**config.mk**
```make
export PLATFORM = sky130hd
export DESIGN_NAME = alias_regfile
export DESIGN_NICKNAME = d
export VERILOG_FILES = /design/src/rtl/rf_pkg.sv /design/src/rtl/rf_wr_align.sv /design/src/rtl/rf_lane.sv /design/src/rtl/rf_rd_format.sv /design/src/rtl/alias_regfile.sv
export SDC_FILE = /design/constraint.sdc
export NUM_CORES = 1
export LEC_CHECK = 0
export CORE_MARGIN = 8
export CORE_UTILIZATION = 50
export CTS_BUF_LIST = sky130_fd_sc_hd__clkbuf_16
export CTS_CLUSTER_DIAMETER = 30
export DETAILED_ROUTE_END_ITERATION = 16
export HOLD_SLACK_MARGIN = 0.03
export PLACE_DENSITY_LB_ADDON = 0.3
export RECOVER_POWER = 25
export SLEW_MARGIN = 20
export SYNTH_ARGS = -nofsm -noshare
export SYNTH_HDL_FRONTEND = slang
export SYNTH_HIERARCHICAL = 1
export SYNTH_SLANG_ARGS = --single-unit
```
**constraint.sdc**
```tcl
create_clock -name clk -period 3.1 [get_ports clk]
set_input_delay 0.31 -clock clk [delete_from_list [all_inputs] [get_ports clk]]
set_output_delay 0.31 -clock clk [all_outputs]
set_load 0.01 [all_outputs]
```
**src/rtl/rf_pkg.sv**
```systemverilog
`timescale 1ns/1ps
package rf_pkg;
  typedef enum logic [1:0] {
    SZ_BYTE = 2'b00,
    SZ_WORD = 2'b01,
    SZ_LONG = 2'b10,
    SZ_RSV  = 2'b11
  } rf_size_e;

  localparam int unsigned RF_LANES = 4;
endpackage

```
**src/rtl/rf_wr_align.sv**
```systemverilog
`timescale 1ns/1ps
// Turns a write request into per-lane enables and lane-replicated data.
module rf_wr_align
  import rf_pkg::*;
#(
  parameter int unsigned NREG   = 8,
  parameter int unsigned LANE_W = 8
) (
  input  logic                                  wr_en,
  input  logic [$clog2(NREG):0]                 wr_sel,
  input  logic [1:0]                            wr_size,
  input  logic [RF_LANES*LANE_W-1:0]            wr_data,
  output logic [$clog2(NREG)-1:0]               wr_idx,
  output logic [RF_LANES-1:0]                   lane_we,
  output logic [RF_LANES*LANE_W-1:0]            lane_wdata
);
  localparam int unsigned IDX_W  = $clog2(NREG);
  localparam int unsigned WORD_W = 2 * LANE_W;

  rf_size_e sz;
  logic     view_hi;

  assign sz      = rf_size_e'(wr_size);
  assign view_hi = wr_sel[IDX_W];
  assign wr_idx  = wr_sel[IDX_W-1:0];

  always_comb begin
    lane_we    = '0;
    lane_wdata = '0;
    case (sz)
      SZ_BYTE: begin
        lane_wdata = {RF_LANES{wr_data[LANE_W-1:0]}};
        lane_we    = view_hi ? 4'b0001 : 4'b0010;
      end
      SZ_WORD: begin
        lane_wdata = {2{wr_data[WORD_W-1:0]}};
        lane_we    = view_hi ? 4'b1100 : 4'b0011;
      end
      SZ_LONG: begin
        lane_wdata = wr_data;
        lane_we    = 4'b1111;
      end
      default: begin
        lane_we    = '0;
        lane_wdata = '0;
      end
    endcase
    if (!wr_en) lane_we = '0;
  end
endmodule

```
**src/rtl/rf_lane.sv**
```systemverilog
`timescale 1ns/1ps
// One byte lane of the register file: NREG entries, one write, two bypassed reads.
module rf_lane #(
  parameter int unsigned NREG   = 8,
  parameter int unsigned LANE_W = 8
) (
  input  logic                    clk,
  input  logic                    rst,
  input  logic                    we,
  input  logic [$clog2(NREG)-1:0] widx,
  input  logic [LANE_W-1:0]       wdata,
  input  logic [$clog2(NREG)-1:0] ridx0,
  input  logic [$clog2(NREG)-1:0] ridx1,
  output logic [LANE_W-1:0]       rdata0,
  output logic [LANE_W-1:0]       rdata1
);
  logic [NREG-1:0][LANE_W-1:0] mem;

  always_ff @(posedge clk) begin
    if (rst) begin
      mem <= '0;
    end else if (we) begin
      mem[widx] <= wdata;
    end
  end

  // Same-cycle write is merged into the read so the registered output sees it.
  always_comb begin
    rdata0 = (we && widx == ridx0) ? wdata : mem[ridx0];
    rdata1 = (we && widx == ridx1) ? wdata : mem[ridx1];
  end

  // a lane without a write enable keeps every entry.
  p_lane_hold_r10: assert property (@(posedge clk) disable iff (rst)
    (!rst && !we) |=> $stable(mem));
endmodule

```
**src/rtl/rf_rd_format.sv**
```systemverilog
`timescale 1ns/1ps
// Selects the requested view out of a merged 32-bit register and zero-extends it.
module rf_rd_format
  import rf_pkg::*;
#(
  parameter int unsigned LANE_W = 8
) (
  input  logic                       view_hi,
  input  logic [1:0]                 size,
  input  logic [RF_LANES*LANE_W-1:0] raw,
  output logic [RF_LANES*LANE_W-1:0] view
);
  localparam int unsigned WORD_W = 2 * LANE_W;
  localparam int unsigned LONG_W = RF_LANES * LANE_W;

  always_comb begin
    view = '0;
    case (rf_size_e'(size))
      SZ_BYTE: view[LANE_W-1:0] = view_hi ? raw[LANE_W-1:0] : raw[WORD_W-1:LANE_W];
      SZ_WORD: view[WORD_W-1:0] = view_hi ? raw[LONG_W-1:WORD_W] : raw[WORD_W-1:0];
      SZ_LONG: view = raw;
      default: view = '0;
    endcase
  end

  always_comb begin
    if (rf_size_e'(size) == SZ_BYTE)
      p_byte_zext_r4: assert (view[LONG_W-1:LANE_W] == '0);
    if (rf_size_e'(size) == SZ_WORD)
      p_word_zext_r3: assert (view[LONG_W-1:WORD_W] == '0);
  end
endmodule

```
**src/rtl/alias_regfile.sv**
```systemverilog
`timescale 1ns/1ps
// Register file with byte, word and long views over one storage array.
module alias_regfile
  import rf_pkg::*;
#(
  parameter int unsigned NREG   = 8,
  parameter int unsigned LANE_W = 8
) (
  input  logic        clk,
  input  logic        rst,
  input  logic        wr_en,
  input  logic [3:0]  wr_sel,
  input  logic [1:0]  wr_size,
  input  logic [31:0] wr_data,
  input  logic [3:0]  rd0_sel,
  input  logic [1:0]  rd0_size,
  output logic [31:0] rd0_data,
  input  logic [3:0]  rd1_sel,
  input  logic [1:0]  rd1_size,
  output logic [31:0] rd1_data
);
  localparam int unsigned IDX_W  = $clog2(NREG);
  localparam int unsigned LONG_W = RF_LANES * LANE_W;

  logic [IDX_W-1:0]    wr_idx;
  logic [RF_LANES-1:0] lane_we;
  logic [LONG_W-1:0]   lane_wdata;
  logic [LONG_W-1:0]   raw0, raw1;
  logic [LONG_W-1:0]   view0, view1;
  logic [LONG_W-1:0]   rd0_q, rd1_q;

  rf_wr_align #(.NREG(NREG), .LANE_W(LANE_W)) u_align (
    .wr_en      (wr_en),
    .wr_sel     (wr_sel[IDX_W:0]),
    .wr_size    (wr_size),
    .wr_data    (wr_data[LONG_W-1:0]),
    .wr_idx     (wr_idx),
    .lane_we    (lane_we),
    .lane_wdata (lane_wdata)
  );

  for (genvar l = 0; l < RF_LANES; l++) begin : g_lane
    rf_lane #(.NREG(NREG), .LANE_W(LANE_W)) u_lane (
      .clk    (clk),
      .rst    (rst),
      .we     (lane_we[l]),
      .widx   (wr_idx),
      .wdata  (lane_wdata[l*LANE_W +: LANE_W]),
      .ridx0  (rd0_sel[IDX_W-1:0]),
      .ridx1  (rd1_sel[IDX_W-1:0]),
      .rdata0 (raw0[l*LANE_W +: LANE_W]),
      .rdata1 (raw1[l*LANE_W +: LANE_W])
    );
  end

  rf_rd_format #(.LANE_W(LANE_W)) u_fmt0 (
    .view_hi (rd0_sel[IDX_W]),
    .size    (rd0_size),
    .raw     (raw0),
    .view    (view0)
  );

  rf_rd_format #(.LANE_W(LANE_W)) u_fmt1 (
    .view_hi (rd1_sel[IDX_W]),
    .size    (rd1_size),
    .raw     (raw1),
    .view    (view1)
  );

  always_ff @(posedge clk) begin
    if (rst) begin
      rd0_q <= '0;
      rd1_q <= '0;
    end else begin
      rd0_q <= view0;
      rd1_q <= view1;
    end
  end

  assign rd0_data = rd0_q;
  assign rd1_data = rd1_q;

  // reset leaves both outputs at zero.
  p_rst_clear_r1: assert property (@(posedge clk)
    rst |=> (rd0_data == '0 && rd1_data == '0));

  // an enabled byte write touches exactly one lane.
  p_byte_one_lane_r5: assert property (@(posedge clk) disable iff (rst)
    (wr_en && wr_size == 2'b00) |-> $countones(lane_we) == 1);

  // an enabled word write touches exactly two lanes.
  p_word_two_lanes_r6: assert property (@(posedge clk) disable iff (rst)
    (wr_en && wr_size == 2'b01) |-> $countones(lane_we) == 2);

  // the reserved size code never enables a lane.
  p_rsv_no_write_r8: assert property (@(posedge clk) disable iff (rst)
    (wr_size == 2'b11) |-> lane_we == '0);

  // a reserved-size read returns zero one cycle later.
  p_rsv_read_zero_r8: assert property (@(posedge clk) disable iff (rst)
    (!$past(rst) && $past(rd0_size) == 2'b11) |-> rd0_data == '0);

  // a long read of the register being long-written returns the new data.
  p_long_bypass_r7: assert property (@(posedge clk) disable iff (rst)
    (!$past(rst) && $past(wr_en) && $past(wr_size) == 2'b10 && $past(rd0_size) == 2'b10
     && $past(wr_sel[IDX_W-1:0]) == $past(rd0_sel[IDX_W-1:0]))
    |-> rd0_data == $past(wr_data));
endmodule

```
=== After elaboration in Yosys (flattened, before gate mapping) ===
Index checks and enable logic that the tools add are counted.

* Output and inout port bits: 64
* Flip-flop bits (word level): 320

* Bitwise gates (word level): 2
* Equal/unequal tests: 8
* Reductions and logical operators: 14
* Magnitude comparators: 4
* Multiplexer cells: 43

{| class="wikitable"
|+ Operators by type and width
! cell !! number
|-
| $bwmux 64 || 4
|-
| $bmux 8 s3 || 8
|-
| $mux 8 || 19
|-
| $pmux 32 s3 || 1
|-
| $pmux 8 s3 || 2
|-
| $mux 16 || 2
|-
| $pmux 8 s2 || 2
|-
| $demux 8 s3 || 1
|-
| $lt 3x4->1 const B || 3
|-
| $pmux 4 s3 || 1
|-
| $logic_and 1x1->1 || 9
|-
| $mux 4 || 2
|-
| $eq 2x1->1 const B || 3
|-
| $eq 2x2->1 const B || 3
|-
| $eq 3x3->1 || 2
|-
| $logic_not 2->1 || 3
|-
| $reduce_or 2->1 || 2
|-
| $ge 3x1->1 const B || 1
|-
| $mux 2 || 1
|-
| $not 1->1 || 2
|}

=== Depth between registers and ports, before layout ===
Gate-level depths: netlist (run 1).

* Depth after elaboration: 7
* Mapped depth: 12
* Mapped depth without buffers: 8

=== Cells and area by module ===
Netlist (run 1), hierarchy kept.

{| class="wikitable"
|+ Modules (own cells, without submodules)
! module !! seq. area each (µm²) !! area each (µm²) !! cells each !! times used
|-
| rf_lane at g_lane[0].u_lane ... || 1,281.2 || 3,752.3 || 354 || 3
|-
| rf_lane at g_lane[3].u_lane || 1,281.2 || 3,746.1 || 354 || 1
|-
| alias_regfile || 1,281.2 || 1,918.1 || 135 || 1
|-
| rf_rd_format || 0.0 || 584.3 || 76 || 2
|-
| rf_wr_align || 0.0 || 566.8 || 77 || 1
|}

=== Least setup slack after synthesis (run 1) ===
Ideal clock, no wire load.

* Path type: in2reg
* Start: in wr_size[0]
* End: reg rd0_q[12], in the netlist rd0_data[12]
* Buffers on the path: 4
* Path slack: 0.616 ns
* Stages on the path: 12
* Required time: 2.986 ns
* Setup time: 0.114 ns
* Data arrival time: 2.370 ns
* Cells stage by stage: buf_6 -> nor2b_1 -> buf_2 -> o21a_1 -> buf_4 -> buf_2 -> nand4_2 -> mux2_4 -> mux2_2 -> a22oi_1 -> nor2b_1 -> nor2b_2

* Word-level cells in the longest chain between the ends: 7

{| class="wikitable"
|+ Ends and longest elaborated chain
! item !! line !! source
|-
| start, declared || alias_regfile.sv:13 || <nowiki>input logic [1:0] wr_size,</nowiki>
|-
| $eq 2x2->1, or another cell as far along || rf_wr_align.sv:30 || <nowiki>case (sz)</nowiki>
|-
| $pmux 4 s3 (*) || rf_wr_align.sv:30 ||
|-
| $mux 4 (*) || rf_wr_align.sv:48 || <nowiki>if (!wr_en) lane_we = '0;</nowiki>
|-
| via lane_we[3] || alias_regfile.sv:26 || <nowiki>logic [RF_LANES-1:0] lane_we;</nowiki>
|-
| $logic_and 1x1->1 (*) || rf_lane.sv:29 || <nowiki>rdata0 = (we && widx == ridx0) ? wdata : mem[ridx0];</nowiki>
|-
| $mux 8 (*) || rf_lane.sv:29 ||
|-
| via raw0[28] || alias_regfile.sv:28 || <nowiki>logic [LONG_W-1:0] raw0, raw1;</nowiki>
|-
| $mux 16 (*) || rf_rd_format.sv:20 || <nowiki>SZ_WORD: view[WORD_W-1:0] = view_hi ? raw[LONG_W-1:WORD_W] : raw[WORD_W-1:0];</nowiki>
|-
| $pmux 8 s2 (*) || rf_rd_format.sv:18 || <nowiki>case (rf_size_e'(size))</nowiki>
|-
| via view0[12] || alias_regfile.sv:29 || <nowiki>logic [LONG_W-1:0] view0, view1;</nowiki>
|-
| end signal, assigned || alias_regfile.sv:75 || <nowiki>rd0_q <= view0;</nowiki>
|-
| end, declared || alias_regfile.sv:30 || <nowiki>logic [LONG_W-1:0] rd0_q, rd1_q;</nowiki>
|}

Mark *: on every way through the listed nets, which the timed path passes. The rest lies on a longest branch.
A chain may end at the register's enable or synchronous reset.

=== Final worst setup path (run 1) ===
* Start: in wr_size[1]
* End: reg g_lane[0].u_lane/mem[15] (netlist bit)

* Word-level cells in the longest chain between the ends: 3

{| class="wikitable"
|+ Ends and longest elaborated chain
! item !! line !! source
|-
| $eq 2x2->1, or another cell as far along || rf_wr_align.sv:30 ||
|-
| $pmux 4 s3 (*) || rf_wr_align.sv:30 ||
|-
| $mux 4 (*) || rf_wr_align.sv:48 ||
|-
| via lane_we[0] || alias_regfile.sv:26 ||
|-
| end signal, assigned by index || rf_lane.sv:23 || <nowiki>mem[widx] <= wdata;</nowiki>
|-
| end, declared || rf_lane.sv:17 || <nowiki>logic [NREG-1:0][LANE_W-1:0] mem;</nowiki>
|}

Marks and branches as above.

==> flow_metrics.py, run 1 <==
metrics = {
    "timing": {
        "clock_skew_ns": 0.0202,
        "setup_viol": 0,
        "slew-limit-headroom": 0.390,
        "max_freq_mhz": 365,
        "maxSlewViolCount": 0,
        "rsz0062_at_grt": "no",
        "fin_hold_ws_ns": 0.177,
        "hold_viol": 0,
        "tightest_slew_ns": 0.912,
        "fin_crit_sh": 0.883,
        "setup-tns-final_ns": 0,
        "period_needed_ns": 2.74,
    },
    "cells_and_area": {
        "final_nets": 1951,
        "seq_area_um2": 6410,
        "fill_cells": 2886,
        "multi_input_area_um2": 11200,
        "area_growth_pct": 21.7,
        "finalNonFillerCells": 2423,
        "final_cell_mix": "nand2_1 (323), dfxtp_1 (320), a21oi_1 (164)",
        "drive_above_1_share": 0.257,
        "final_common_cell": "nand2_1",
    },
    "yosys": {
        "syn_area_per_cell_um2": 10.5,
        "synth_area_um2": 18700,
        "synth.distinct_cells": 45,
        "async_flop_share": 0,
        "syn-num-nets": 1841,
        "syn_inst": 1780,
        "synthTopCellsByArea": "dfxtp_1 (34%), mux4_1 (11%), nand2_1 (6.5%)",
        "synth_top_area_share": 0.343,
        "ys_seq_area_frac": 0.343,
        "synth_top_cell_by_area": "dfxtp_1",
        "ys_ff_latch": 320,
        "synthFlopType": "dfxtp_1",
        "yosysWarnings": 6,
        "synth_edf_count": 0,
    },
    "global_route": {
        "grt_pass1_wl_um": 89200,
        "antenna_found_initial": 4,
        "grt_overflow": 0,
        "first_global_vias": 14900,
        "grt_max_degree": 93,
        "grt_usage": 0.260,
    },
    "placed_design": {
        "place_congestion": 0.897,
        "port_buffers": 116,
        "dpl.cell_count": 2279,
        "dp_hpwl_um": 39900,
    },
    "critical_path": {
        "cp.required_ns": 3.55,
        "reg2reg_depth": 7,
        "arrival_ns": 3.19,
        "setup.worst_path.start": "wr_size[1]",
        "critPathMaxFanout": 13,
        "timing.rr.end": "rd1_data[7]",
        "cp-end-kind": "flop",
        "cp-start-kind": "input port",
        "critical_path_class": "in2reg",
        "rrSetupSlack_ns": 0.82,
        "reg2reg_from": "g_lane[0].u_lane/mem[15]",
    },
    "clock_network": {
        "clk_pin_slew_ns": 0.05,
        "clk_latency_ns": 0.59,
        "clk_path_buf_depth": 3,
        "cts_buffers": 77,
        "cts.sinks": 320,
        "cts_hold_buffers": 0,
        "root_buffer": "clkbuf_16",
        "cts_setup_buffers": 0,
        "tritoncts": "yes",
        "htreeDepth": 3,
        "cts_resized": 0,
    },
    "die": {
        "start_util": 0.508,
        "core_um2": 36700,
        "io_pins": 117,
        "rows": 70,
        "dieHeight_um": 209,
        "die-area_um2": 43800,
        "fp.dieW_um": 209,
    },
    "detailed_routing": {
        "drt-wirelength-per-cell_um": 24.1,
        "routed_wl_um": 58500,
        "dr.pass1.iters": 5,
        "postRouteAntennaNets": 0,
        "drtIter0Drc": 1348,
        "drc_errors": 0,
        "viasPerCell": 6.10,
        "dr_total_vias": 14800,
    },
    "worst_hold_path": {
        "whs_endpoint": "g_lane[1].u_lane/mem[15]",
        "hold_path.class": "in2reg",
        "worstHoldStart": "rst",
        "hold_depth": 2,
    },
    "power": {
        "vdd_drop_max_mv": 0.537,
        "swShare": 0.250,
        "seqPwrFrac": 0.318,
        "p_comb_frac": 0.082,
        "p_per_area_nw_per_um2": 581,
        "p_int_mw": 9.90,
        "power.share.clock": 0.601,
        "leakage_nw": 8.99,
        "power.switching_mw": 3.30,
    },
    "job": {
        "cap_viol_max_count": 0,
    },
    "run_status": {
        "status": "finished, final reports clean",
    },
}
## flip-flops by register name, summed over array words and instances (netlist names)
| name | cells |
|---|---|
| g_lane.u_lane/mem | 256 |
| rd0_data | 32 |
| rd1_data | 32 |
## cells in the mapped netlist (2+ instances only)
master and count:
nand2b_2 2, nor2b_2 60, buf_8 11, o21ai_1 10, or4b_1 4, nand4_1 4
mux4_1 80, nand4_2 8, and2_1 40, and4b_1 12, buf_2 42, nand2_1 323
buf_4 4, dfxtp_1 320, mux4_2 48, and3_4 2, clkbuf_1 81, and4_1 4
buf_6 24, a22oi_1 22, nand4b_1 12, ha_1 8, mux2i_1 112, buf_12 8
a221o_1 16, inv_1 5, nor4b_2 4, o21ai_0 7, nor4bb_1 12, nor3_1 6
nor2_4 4, mux2_4 48, mux2_2 96, a22o_1 8, and3_1 10, nor2b_1 21
a21oi_1 164, nor2_1 98, buf_1 4, nand3b_1 8, xnor2_1 24
## how the worst max path moves through the flow
stage / cells after the start / slack [ns] / end
after detailed placement: 9 / -0.02 / rd0_data[8]
final: 8 / 0.36 / g_lane[0].u_lane/mem[15]
after global routing: 8 / 0.26 / g_lane[0].u_lane/mem[8]
after CTS: 9 / 0.57 / rd0_data[8]
after global placement: 9 / 0.06 / rd0_data[12]
after floorplan: 12 / 0.62 / rd0_data[12]
## layout make-up
class | instances | area share
Sequential cell | 320 | 0.282
Clock inverter | 63 | 0.0272
Antenna cell | 2 | 0.000220
Timing Repair Buffer | 205 | 0.0858
Tap cell | 468 | 0.0258
Clock buffer | 79 | 0.0870
Multi-Input combinational cell | 1281 | 0.491
Inverter | 5 | 0.000826
## per-layer routing
metal | share of wire | up-vias | wire length, um | GRT usage
met5 | 0.00058 | - | 34 | 0
met4 | 0.046 | 6 | 2680 | 0.125
met3 | 0.087 | 173 | 5070 | 0.0658
met2 | 0.47 | 677 | 27300 | 0.422
met1 | 0.40 | 7258 | 23400 | 0.321
li1 | - | 6666 | - | -
## cell families after synthesis
logic type,Yosys count,synth area share
compound gates,228,0.0701
xor+xnor,24,0.0113
fa+ha+maj,8,0.00537
buf+inv,179,0.0629
flops,320,0.343
mux,384,0.327
simple gates,637,0.180
## metrics by stage
step	setup slack, ns	area (um^2)	total power [mW]	utilization
floorplan	0.616	18700	4.98	-
global placement	0.0617	20100	5.30	0.548
detailed placement	-0.0207	20100	5.32	0.548
CTS	0.570	22700	13.3	0.619
global route	0.259	22700	13.5	0.619
finish	0.363	22700	13.2	0.619
## critical path, cell delays in order
cell	delay [ns]
dlygate4sd3_1	0.70
o21ai_0	0.22
and3_1	0.26
clkbuf_1	0.45
nor4bb_2	0.29
clkbuf_1	0.60
mux2i_1	0.28
nor2_1	0.05
## power by group through the flow
stage / Clock [mW] / Sequential [mW] / Combinational, mW
after global placement: 0 / 4.26 / 1.04
after CTS: 8.01 / 4.19 / 1.06
after floorplan: 0 / 4.26 / 0.720
after detailed placement: 0 / 4.26 / 1.05
after global routing: 8.22 / 4.19 / 1.12
final: 7.93 / 4.19 / 1.08
Note: power is estimated with default switching activity, not from simulation.
==> run 2, diff against run 1 <==
Settings changed: DONT_BUFFER_PORTS from default to 1, GPL_ROUTABILITY_DRIVEN from default to 0.
==> run 2 against run 1 <==
  * Global-route usage rose by 0.61 points
  * Largest power group unchanged
  * Core utilization rose by 0.67 points
  * Highest routed layer unchanged
  * Critical endpoint is now rd0_data[6]
  * Sequential power barely moved
  * Register-to-register slack got worse by 0.56 ns
  * Via count rose by 1.8%
  * Clock-buffer cell count fell by 3
  * Sequential share of layout area fell by 0.30 points
  * Clock skew rose by 0.0012 ns
==> flow_metrics.py, run 2 (synthesis results as in run 1) <==
metrics = {
    "detailed_routing": {
        "dr.pass1.iters": 5,
        "postRouteAntennaNets": 0,
        "drtIter0Drc": 1418,
        "drt-wirelength-per-cell_um": 24.7,
        "routed_wl_um": 60200,
        "dr_total_vias": 15000,
        "drc_errors": 0,
        "viasPerCell": 6.17,
    },
    "cells_and_area": {
        "area_growth_pct": 23.1,
        "drive_above_1_share": 0.223,
        "top_register": "g_lane.u_lane/mem",
        "final_common_cell": "nand2_1",
        "fill_cells": 2806,
        "final_nets": 1969,
        "final_cell_mix": "nand2_1 (323), dfxtp_1 (320), dlygate4sd3_1 (192)",
        "largest_reg_flops": 256,
    },
    "clock_network": {
        "tritoncts": "yes",
        "htreeDepth": 3,
        "clk_pin_slew_ns": 0.05,
        "cts_buffers": 75,
        "root_buffer": "clkbuf_16",
        "cts_setup_buffers": 0,
        "cts.sinks": 320,
        "clk_path_buf_depth": 3,
        "clk_latency_ns": 0.58,
    },
    "worst_hold_path": {
        "worstHoldStart": "wr_sel[2]",
        "hold_path.class": "in2reg",
        "whs_endpoint": "g_lane[2].u_lane/mem[0]",
        "hold_depth": 4,
    },
    "critical_path": {
        "path_delay_family": "multiplexers",
        "arrival_ns": 3.31,
        "critical_path_class": "reg2reg",
        "cp-end-kind": "flop",
        "timing.rr.end": "rd0_data[6]",
        "cp-start-kind": "flop",
        "cp.required_ns": 3.57,
        "critPathMaxFanout": 3,
        "max_stage_delay_ns": 0.54,
        "slowest_stage": "dlygate4sd3_1",
        "worstPathCellList": "mux4_1 -> mux2_2 -> mux2_4 -> a22oi_1 -> nor3_1 -> a221o_1 -> nor2b_2 -> dlygate4sd3_1",
        "rrSetupSlack_ns": 0.26,
        "path_buf_inv": 1,
        "reg2reg_from": "g_lane[1].u_lane/mem[14]",
        "reg2reg_depth": 8,
    },
    "timing": {
        "period_needed_ns": 2.84,
        "maxSlewViolCount": 0,
        "fin_hold_ws_ns": 0.110,
        "tightest_slew_ns": 1.19,
        "clock_skew_ns": 0.0214,
        "hold_viol": 0,
        "setup_viol": 0,
        "setup-tns-final_ns": 0,
        "max_freq_mhz": 352,
        "slew-limit-headroom": 0.204,
        "fin_crit_sh": 0.918,
        "rsz0062_at_grt": "no",
    },
    "die": {
        "fp.dieW_um": 209,
        "core_um2": 36700,
        "io_pins": 117,
        "start_util": 0.508,
        "dieHeight_um": 209,
        "die-area_um2": 43800,
        "rows": 70,
    },
    "job": {
        "cap_viol_max_count": 0,
    },
    "power": {
        "p_per_area_nw_per_um2": 568,
        "vdd_drop_max_mv": 0.372,
        "leakage_nw": 9.29,
    },
    "global_route": {
        "grt_usage": 0.266,
        "grt_max_degree": 191,
        "grt_pass1_wl_um": 90800,
        "antenna_found_initial": 5,
        "first_global_vias": 15100,
        "grt_overflow": 0,
    },
    "placed_design": {
        "dp_hpwl_um": 35300,
        "port_buffers": 0,
    },
    "run_status": {
        "status": "finished, final reports clean",
    },
}
==> run 2: cell count changes in the layout (fill, tap and decap cells not counted), moves of 5 or more <==
cell | previous run | this run
clkdlybuf4s50_1 | 41 | 0
clkinvlp_4 | 6 | 13
buf_4 | 76 | 30
buf_2 | 7 | 0
buf_12 | 13 | 0
bufinv_16 | 8 | 13
inv_1 | 17 | 9
dlygate4sd3_1 | 65 | 192
==> run 2: where the power goes <==
group          internal (mW)  leakage (nW)  switching, mW
logic                  0.329          5.45          0.368
registers               4.16          2.58         0.0278
clock network           5.56          1.26           2.59
==> run 2: cell type report <==
| cell class | count | area (um^2) | area share |
|---|---|---|---|
| Multi-Input combinational cell | 1281 | 11100 | 0.485 |
| Sequential cell | 320 | 6410 | 0.279 |
| Timing Repair Buffer | 225 | 2180 | 0.0951 |
| Clock buffer | 76 | 1900 | 0.0828 |
| Clock inverter | 61 | 716 | 0.0312 |
| Tap cell | 468 | 586 | 0.0255 |
| Inverter | 5 | 18.8 | 0.000818 |
| Antenna cell | 3 | 7.51 | 0.000327 |
==> run 2: repair_timing <==
| item | 4_1_cts | 5_1_grt |
|---|---|---|
| hold buffers | 193 | 0 |
| endpoints found under the hold margin | 320 | 0 |
| resized for setup | 0 | 0 |
==> run 2: metrics by stage <==
step / total power [mW] / instances / util / setup slack [ns] / instance area [um^2]
2_1_floorplan: 4.98 / 1780 / - / 0.616 / 18700
3_3_place_gp: 4.87 / 2106 / 0.501 / 0.513 / 18400
3_5_place_dp: 4.88 / 2106 / 0.501 / 0.500 / 18400
4_1_cts: 13.1 / 2436 / 0.626 / 0.306 / 23000
5_1_grt: 13.4 / 2439 / 0.626 / 0.210 / 23000
6_report: 13.0 / 2439 / 0.626 / 0.256 / 23000
==> run 2: worst max path at each step <==
stage	from	to	slack (ns)	depth (start not counted)
after floorplan	wr_size[0]	rd0_data[12]	0.62	12
after global placement	wr_size[1]	rd0_data[6]	0.51	9
after detailed placement	wr_size[1]	rd0_data[6]	0.50	9
after CTS	g_lane[1].u_lane/mem[18]	rd1_data[10]	0.31	8
after global routing	g_lane[1].u_lane/mem[14]	rd0_data[6]	0.21	8
final	g_lane[1].u_lane/mem[14]	rd0_data[6]	0.26	8
==> run 2: worst min-delay path, stage by stage <==
cell,delay [ns]
nor4b_2,0.03
buf_4,0.16
nand2_1,0.07
a21oi_1,0.05
==> run 2: per-layer routing <==
| metal | vias up | routed length [um] | global-route usage |
|---|---|---|---|
| li1 | 6701 | - | - |
| met1 | 7369 | 22500 | 0.315 |
| met2 | 765 | 28000 | 0.429 |
| met3 | 208 | 6130 | 0.0804 |
| met4 | 2 | 3610 | 0.148 |
| met5 | - | 13 | 0 |
==> run 3, diff against run 2 <==
Settings changed: SLEW_MARGIN 20 to default.
==> results of run 3 <==
Final layout, timing and power as in run 2 (identical DEF).
